**src/rtl/spi_regport_pkg.sv**
```systemverilog
// Package: shared constants for the SPI register access slave.
// Assumes an 8-bit header with the direction flag in its top bit.
package spi_regport_pkg;
    localparam int HDR_W     = 8;  // header byte width
    localparam int HDR_ADR_W = 6;  // address field width in header
    localparam int HDR_RD    = 7;  // position of read flag
endpackage

```
**src/rtl/spi_regport_sync.sv**
```systemverilog
// Module: multi-bit two-flop (or deeper) synchroniser with edge detection.
// Assumes each input bit is independent and slow relative to clk.
module spi_regport_sync #(
    parameter int          N       = 3,
    parameter int          STAGES  = 2,
    parameter logic [N-1:0] RST_VAL = '0
) (
    input  logic         clk,
    input  logic         rst_n,
    input  logic [N-1:0] d,
    output logic [N-1:0] q,
    output logic [N-1:0] rise,
    output logic [N-1:0] fall
);
    logic [N-1:0] prev;

    for (genvar i = 0; i < N; i++) begin : g_bit
        logic [STAGES-1:0] chain;
        // shift the raw input through the synchroniser chain
        always_ff @(posedge clk) begin
            if (!rst_n) chain <= {STAGES{RST_VAL[i]}};
            else        chain <= {chain[STAGES-2:0], d[i]};
        end
        assign q[i] = chain[STAGES-1];
    end

    // remember the previous synchronised value for edge detection
    always_ff @(posedge clk) begin
        if (!rst_n) prev <= RST_VAL;
        else        prev <= q;
    end

    assign rise = q & ~prev;
    assign fall = ~q & prev;
endmodule

```
**src/rtl/spi_regport_frame.sv**
```systemverilog
// Module: transaction engine. Decodes the header, collects write payload,
// fetches and shifts out read data. Assumes synchronised, edge-detected inputs.
module spi_regport_frame
    import spi_regport_pkg::*;
#(
    parameter int REG_W = 16
) (
    input  logic                 clk,
    input  logic                 rst_n,
    input  logic                 cs_start,
    input  logic                 cs_end,
    input  logic                 sclk_rise,
    input  logic                 sclk_fall,
    input  logic                 mosi_s,
    output logic                 active,
    output logic                 rd_phase,
    output logic                 tx_bit,
    output logic [HDR_ADR_W-1:0] reg_addr,
    output logic [REG_W-1:0]     reg_wdata,
    output logic                 reg_we,
    output logic                 reg_re,
    input  logic [REG_W-1:0]     reg_rdata
);
    localparam int PAY_BYTES = REG_W / 8;
    localparam int BYTE_SAT  = PAY_BYTES + 1;
    localparam int BC_W      = $clog2(BYTE_SAT + 1);

    logic [2:0]         bit_cnt;
    logic [BC_W-1:0]    byte_cnt;
    logic [HDR_W-2:0]   rx;
    logic [REG_W-1:0]   wacc;
    logic [REG_W-1:0]   tx;
    logic               is_rd;

    // frame state, header decode and write commit
    always_ff @(posedge clk) begin
        if (!rst_n) begin
            active    <= 1'b0;
            rd_phase  <= 1'b0;
            is_rd     <= 1'b0;
            bit_cnt   <= '0;
            byte_cnt  <= '0;
            rx        <= '0;
            wacc      <= '0;
            reg_addr  <= '0;
            reg_wdata <= '0;
            reg_we    <= 1'b0;
            reg_re    <= 1'b0;
        end else begin
            reg_we <= 1'b0;
            reg_re <= 1'b0;
            if (cs_start) begin
                active   <= 1'b1;
                rd_phase <= 1'b0;
                is_rd    <= 1'b0;
                bit_cnt  <= '0;
                byte_cnt <= '0;
            end else if (cs_end) begin
                active   <= 1'b0;
                rd_phase <= 1'b0;
            end else if (active) begin
                if (sclk_rise) begin
                    rx      <= {rx[HDR_W-3:0], mosi_s};
                    bit_cnt <= bit_cnt + 3'd1;
                    if (byte_cnt != '0) wacc <= {wacc[REG_W-2:0], mosi_s};
                    if (bit_cnt == 3'd7) begin
                        if (byte_cnt != BC_W'(BYTE_SAT)) byte_cnt <= byte_cnt + 1'b1;
                        if (byte_cnt == '0) begin
                            is_rd    <= rx[HDR_RD-1];
                            reg_addr <= {rx[HDR_ADR_W-2:0], mosi_s};
                        end else if (byte_cnt == BC_W'(PAY_BYTES) && !is_rd) begin
                            reg_we    <= 1'b1;
                            reg_wdata <= {wacc[REG_W-2:0], mosi_s};
                        end
                    end
                end
                if (sclk_fall && is_rd && !rd_phase &&
                    byte_cnt == BC_W'(1) && bit_cnt == 3'd0) begin
                    rd_phase <= 1'b1;
                    reg_re   <= 1'b1;
                end
            end
        end
    end

    // read shift register: load after the strobe, shift on falling edges
    always_ff @(posedge clk) begin
        if (!rst_n)                    tx <= '0;
        else if (reg_re)               tx <= reg_rdata;
        else if (sclk_fall && rd_phase) tx <= {tx[REG_W-2:0], 1'b0};
    end

    assign tx_bit = tx[REG_W-1];

    // a write strobe lasts a single cycle
    assert_we_single_R3: assert property (@(posedge clk) disable iff (!rst_n)
        reg_we |=> !reg_we);
    // a write strobe only follows a fully received payload
    assert_we_after_payload_R4: assert property (@(posedge clk) disable iff (!rst_n)
        reg_we |-> (byte_cnt == BC_W'(BYTE_SAT)));
    // a read strobe only belongs to a read transaction and is single
    assert_re_in_read_R5: assert property (@(posedge clk) disable iff (!rst_n)
        reg_re |-> (is_rd && rd_phase && !$past(reg_re)));
    // a new transaction always starts from the header
    assert_start_clears_R2: assert property (@(posedge clk) disable iff (!rst_n)
        cs_start |=> (byte_cnt == '0 && !rd_phase));
endmodule

```
**src/rtl/spi_regport.sv**
```systemverilog
// Module: top of the SPI register access slave. Synchronises the serial pins,
// runs the transaction engine and drives MISO. Assumes clk >= 4x spi_sclk.
module spi_regport
    import spi_regport_pkg::*;
#(
    parameter int REG_W       = 16,
    parameter int SYNC_STAGES = 2
) (
    input  logic                 clk,
    input  logic                 rst_n,
    input  logic                 spi_sclk,
    input  logic                 spi_mosi,
    input  logic                 spi_cs_n,
    input  logic                 miso_hiz_en,
    output logic                 miso,
    output logic                 miso_oe,
    output logic [HDR_ADR_W-1:0] reg_addr,
    output logic [REG_W-1:0]     reg_wdata,
    output logic                 reg_we,
    output logic                 reg_re,
    input  logic [REG_W-1:0]     reg_rdata
);
    logic [2:0] s_q, s_rise, s_fall;
    logic       active, rd_phase, tx_bit;

    // bit 2: select (resets high), bit 1: mosi, bit 0: sclk
    spi_regport_sync #(.N(3), .STAGES(SYNC_STAGES), .RST_VAL(3'b100)) u_sync (
        .clk  (clk),
        .rst_n(rst_n),
        .d    ({spi_cs_n, spi_mosi, spi_sclk}),
        .q    (s_q),
        .rise (s_rise),
        .fall (s_fall)
    );

    spi_regport_frame #(.REG_W(REG_W)) u_frame (
        .clk      (clk),
        .rst_n    (rst_n),
        .cs_start (s_fall[2]),
        .cs_end   (s_rise[2]),
        .sclk_rise(s_rise[0]),
        .sclk_fall(s_fall[0]),
        .mosi_s   (s_q[1]),
        .active   (active),
        .rd_phase (rd_phase),
        .tx_bit   (tx_bit),
        .reg_addr (reg_addr),
        .reg_wdata(reg_wdata),
        .reg_we   (reg_we),
        .reg_re   (reg_re),
        .reg_rdata(reg_rdata)
    );

    // MISO pad drive: read data in read phase, low otherwise, optional float when idle
    always_comb begin
        miso    = (active && rd_phase) ? tx_bit : 1'b0;
        miso_oe = active ? 1'b1 : !miso_hiz_en;
    end

    // outside the read phase the driven MISO level is always low
    assert_quiet_low_R7: assert property (@(posedge clk) disable iff (!rst_n)
        (miso_oe && !rd_phase) |-> !miso);
    // with the float option set, an idle port never drives MISO
    assert_idle_float_R6: assert property (@(posedge clk) disable iff (!rst_n)
        (s_q[2] && !s_rise[2] && $past(s_q[2]) && miso_hiz_en) |-> !miso_oe);
endmodule

```
**config.mk**
```make
export PLATFORM = sky130hd
export DESIGN_NAME = spi_regport
export DESIGN_NICKNAME = d
export VERILOG_FILES = /design/src/rtl/spi_regport_pkg.sv /design/src/rtl/spi_regport_sync.sv /design/src/rtl/spi_regport_frame.sv /design/src/rtl/spi_regport.sv
export SDC_FILE = /design/constraint.sdc
export NUM_CORES = 1
export LEC_CHECK = 0
export BUFFER_PORTS_ARGS = -buffer_cell sky130_fd_sc_hd__buf_2
export CAP_MARGIN = 20
export CORE_MARGIN = 8
export CORE_UTILIZATION = 56
export DETAILED_ROUTE_END_ITERATION = 12
export GPL_ROUTABILITY_DRIVEN = 0
export PLACE_DENSITY = 0.83
export SYNTH_ARGS = -nofsm -noshare
export SYNTH_HDL_FRONTEND = slang
export SYNTH_SLANG_ARGS = --single-unit
```
**constraint.sdc**
```tcl
create_clock -name clk -period 1.9 [get_ports clk]
set_input_delay 0.57 -clock clk [delete_from_list [all_inputs] [get_ports clk]]
set_output_delay 0.57 -clock clk [all_outputs]
set_load 0.01 [all_outputs]
```
==> results.md <==
- Status: finished, final reports clean
- Final Slew Violations: 0
- Max-Cap Viols: 0
- First-pass GRT wire length: 10700 um
- Area delta synth->final: 15.3%
- RSZ-0062 raised after global routing: no
- Drt first pass iters: 4
- Vias: 2537
- Worst Setup Start Kind: flip-flop
- Syn_nets: 383
- Register bit total from synthesis: 78
- Type of the worst setup path: reg2reg
- Worst Hold Class: in2reg
- Layout cells sized above 1: 0.192
- DRC: 0
- Ant diodes: 0
- Setup TNS: 0 ns
- Register area share after synthesis: 0.493
- Min Tclk post-route: 1.68 ns
- Max Clock Skew: 0.00784 ns
- Tightest Pin Transition: ~0.36 ns
- Clock Tree Root: clkbuf_8
- Core box area: 0.00547 mm2
- Die height: 91.2 um
- Lkg Pwr: 1.51 nW
- Power density cells: 782 mW/mm2
- Initial DRC Count: 136
- Period utilization: 0.887
- Hold Buf Count CTS: 0
- Worst skew pair latency: about 0.34 ns
- Total CTS buffers: 9
- Vias in the first global route: 2465
- Number of failing hold endpoints at the final stage: 0
- Drt wl/cell: ~14 um
- Required time worst endpoint: about 2.2 ns
- Post-route cell area: 0.00365 mm2
- Num rows: 27
- I/O pin count: 48
- Peak supply drop: approximately 0.59 mV
- Slowest cell delay on critical path: 0.38 ns
- Initial Util: 0.579
- CP arrival: 1.95 ns
- Synth Flop Type: dfxtp_1
- Initial antenna violation count: 0
- Avg Inst Size Synth: 9.00 um2
- Dpl cell area: 0.00346 mm2
- CTS tree: done
- Via density: 5.36
- Mapped cell area: 0.00317 mm2
- Post-synth cell types: 35
- Worst-case clock buffer depth: 2
- Clock-pin slew on the worst setup and hold paths: 0.08 ns
- Slew headroom: 0.760
- Die ar.: 0.00832 mm2
- Postcts setup bufs: 0
- Crit path capture type: flip-flop
- Post-synth EDFFs: 0
- Fin worst setup slack: roughly 0.22 ns
- Post-CTS Resized: 0
- Pin count of the biggest net entering global routing: 42
- I/O Buffers: 47
- GRT Residual Overflow: 0
- Routed WL: 6430 um
- H-tree levels: 3
- Synth Warn #: 0
- Total Nets Final: 427
- Place WS: 0.253 ns
- Endpoints failing setup: 0
- Cell count after synthesis: 352
- ANT nets after route: 0
- CP Cell Sequence: inv_1 > ha_1 > and4bb_1 > and3_1 > buf_12 > mux2i_1
- GRT Util Overall: 0.155
- Crit-path slowest cell: and4bb_1
- Post-synth ARST share: 0
- Sink Count: slightly below 80
- Dpl hpwl: 4490 um
- Die W: 91.2 um
- Top achievable clock speed: 594 MHz
- Crit-path max FO: 16
==> registers in the layout (all words and copies together), names as in the netlist, 3 cells and up <==
register	flops
u_frame.bit_cnt	3
u_frame.reg_addr	6
u_frame.reg_wdata	16
u_frame.rx	7
u_frame.tx	16
u_frame.wacc	15
u_sync.g_bit.chain	6
==> cell usage in the layout (no fill, tap or decap), drive strengths merged, types with 9 or more instances in the layout <==
master  Yosys  final
ha          9      9
nand2      49     49
dfxtp      78     78
clkbuf     18     12
mux2i      34     34
o21ai      36     36
buf         9     60
a21oi      44     44
inv        12     12
nand3      25     25
==> cell type report <==
| cell class | count | area (um2) |
|---|---|---|
| flip-flops and latches | 78 | 1560 |
| multi-input cells | 235 | 1420 |
| inverters | 12 | 45.0 |
| clock buffers | 12 | 155 |
| fillers | 453 | 1820 |
| clock inverters | 4 | 31.3 |
| repair buffers | 60 | 345 |
| well taps | 72 | 90.1 |
==> worst max-delay path: cells and delay by family, from the launching register on <==
family | cells | cell delay, ns
buf+inv | 2 | 0.24
fa+ha+maj | 1 | 0.19
mux | 1 | 0.21
simple gates | 2 | 0.62
flops | 1 | 0.34
==> synthesized netlist by cell type (2+ instances only) <==
master	number	share of area
nand2_1	49	0.058
and3_1	3	0.0059
inv_1	12	0.014
and4_1	2	0.0055
nor2_1	7	0.0083
nand3_1	25	0.040
buf_2	4	0.0063
ha_1	9	0.036
nand2b_1	4	0.0079
o21ai_0	36	0.057
mux2i_1	34	0.11
and2_1	6	0.012
buf_4	2	0.0047
dfxtp_1	78	0.49
a21oi_1	44	0.070
clkbuf_1	18	0.021
==> per-stage QoR <==
step                      utilization  std cells  total power, mW  hold WS, ns
after floorplan                     -        352             1.73        0.386
after global placement          0.633        457             1.76        0.425
after detailed placement        0.633        457             1.77        0.425
after CTS                       0.667        473             2.88        0.410
after global routing            0.667        473             2.96        0.418
final                           0.667        473             2.85        0.429
==> path summary, 6_finish.rpt <==
path	to	depth (start not counted)	slack, ns	from
max reg2reg	u_frame.reg_wdata[3]$_SDFFE_PN0P_	6	0.22	u_sync.prev[2]$_SDFF_PN1_
min reg2reg	u_sync.g_bit[0].chain[1]$_SDFF_PN0_	1	0.44	u_sync.g_bit[0].chain[0]$_SDFF_PN0_
min	u_sync.g_bit[2].chain[0]$_SDFF_PN1_	2	0.43	spi_cs_n
max	u_frame.reg_wdata[3]$_SDFFE_PN0P_	6	0.22	u_sync.prev[2]$_SDFF_PN1_
==> power breakdown <==
| part | total, mW | switching [mW] | internal (mW) |
|---|---|---|---|
| registers | 1.65 | 0.00530 | 1.64 |
| logic | 0.0825 | 0.0491 | 0.0334 |
| clock network | 1.13 | 0.578 | 0.548 |
==> metal layers <==
layer	routed length, um	global-route usage
met1	2730	0.160
met3	318	0.0494
met4	86	0.0819
met5	0	0
met2	3290	0.275
==> logic make-up (layout without fill, tap and decap cells) <==
logic type      count (synthesis)  in the layout  share of synthesized area
xor+xnor                        1              1                    0.00277
simple gates                  105            105                      0.160
mux                            35             35                      0.111
flops                          78             78                      0.493
fa+ha+maj                       9              9                     0.0356
compound gates                 85             85                      0.140
buf+inv                        39             88                     0.0577
Power figures use the tool's default switching activity.
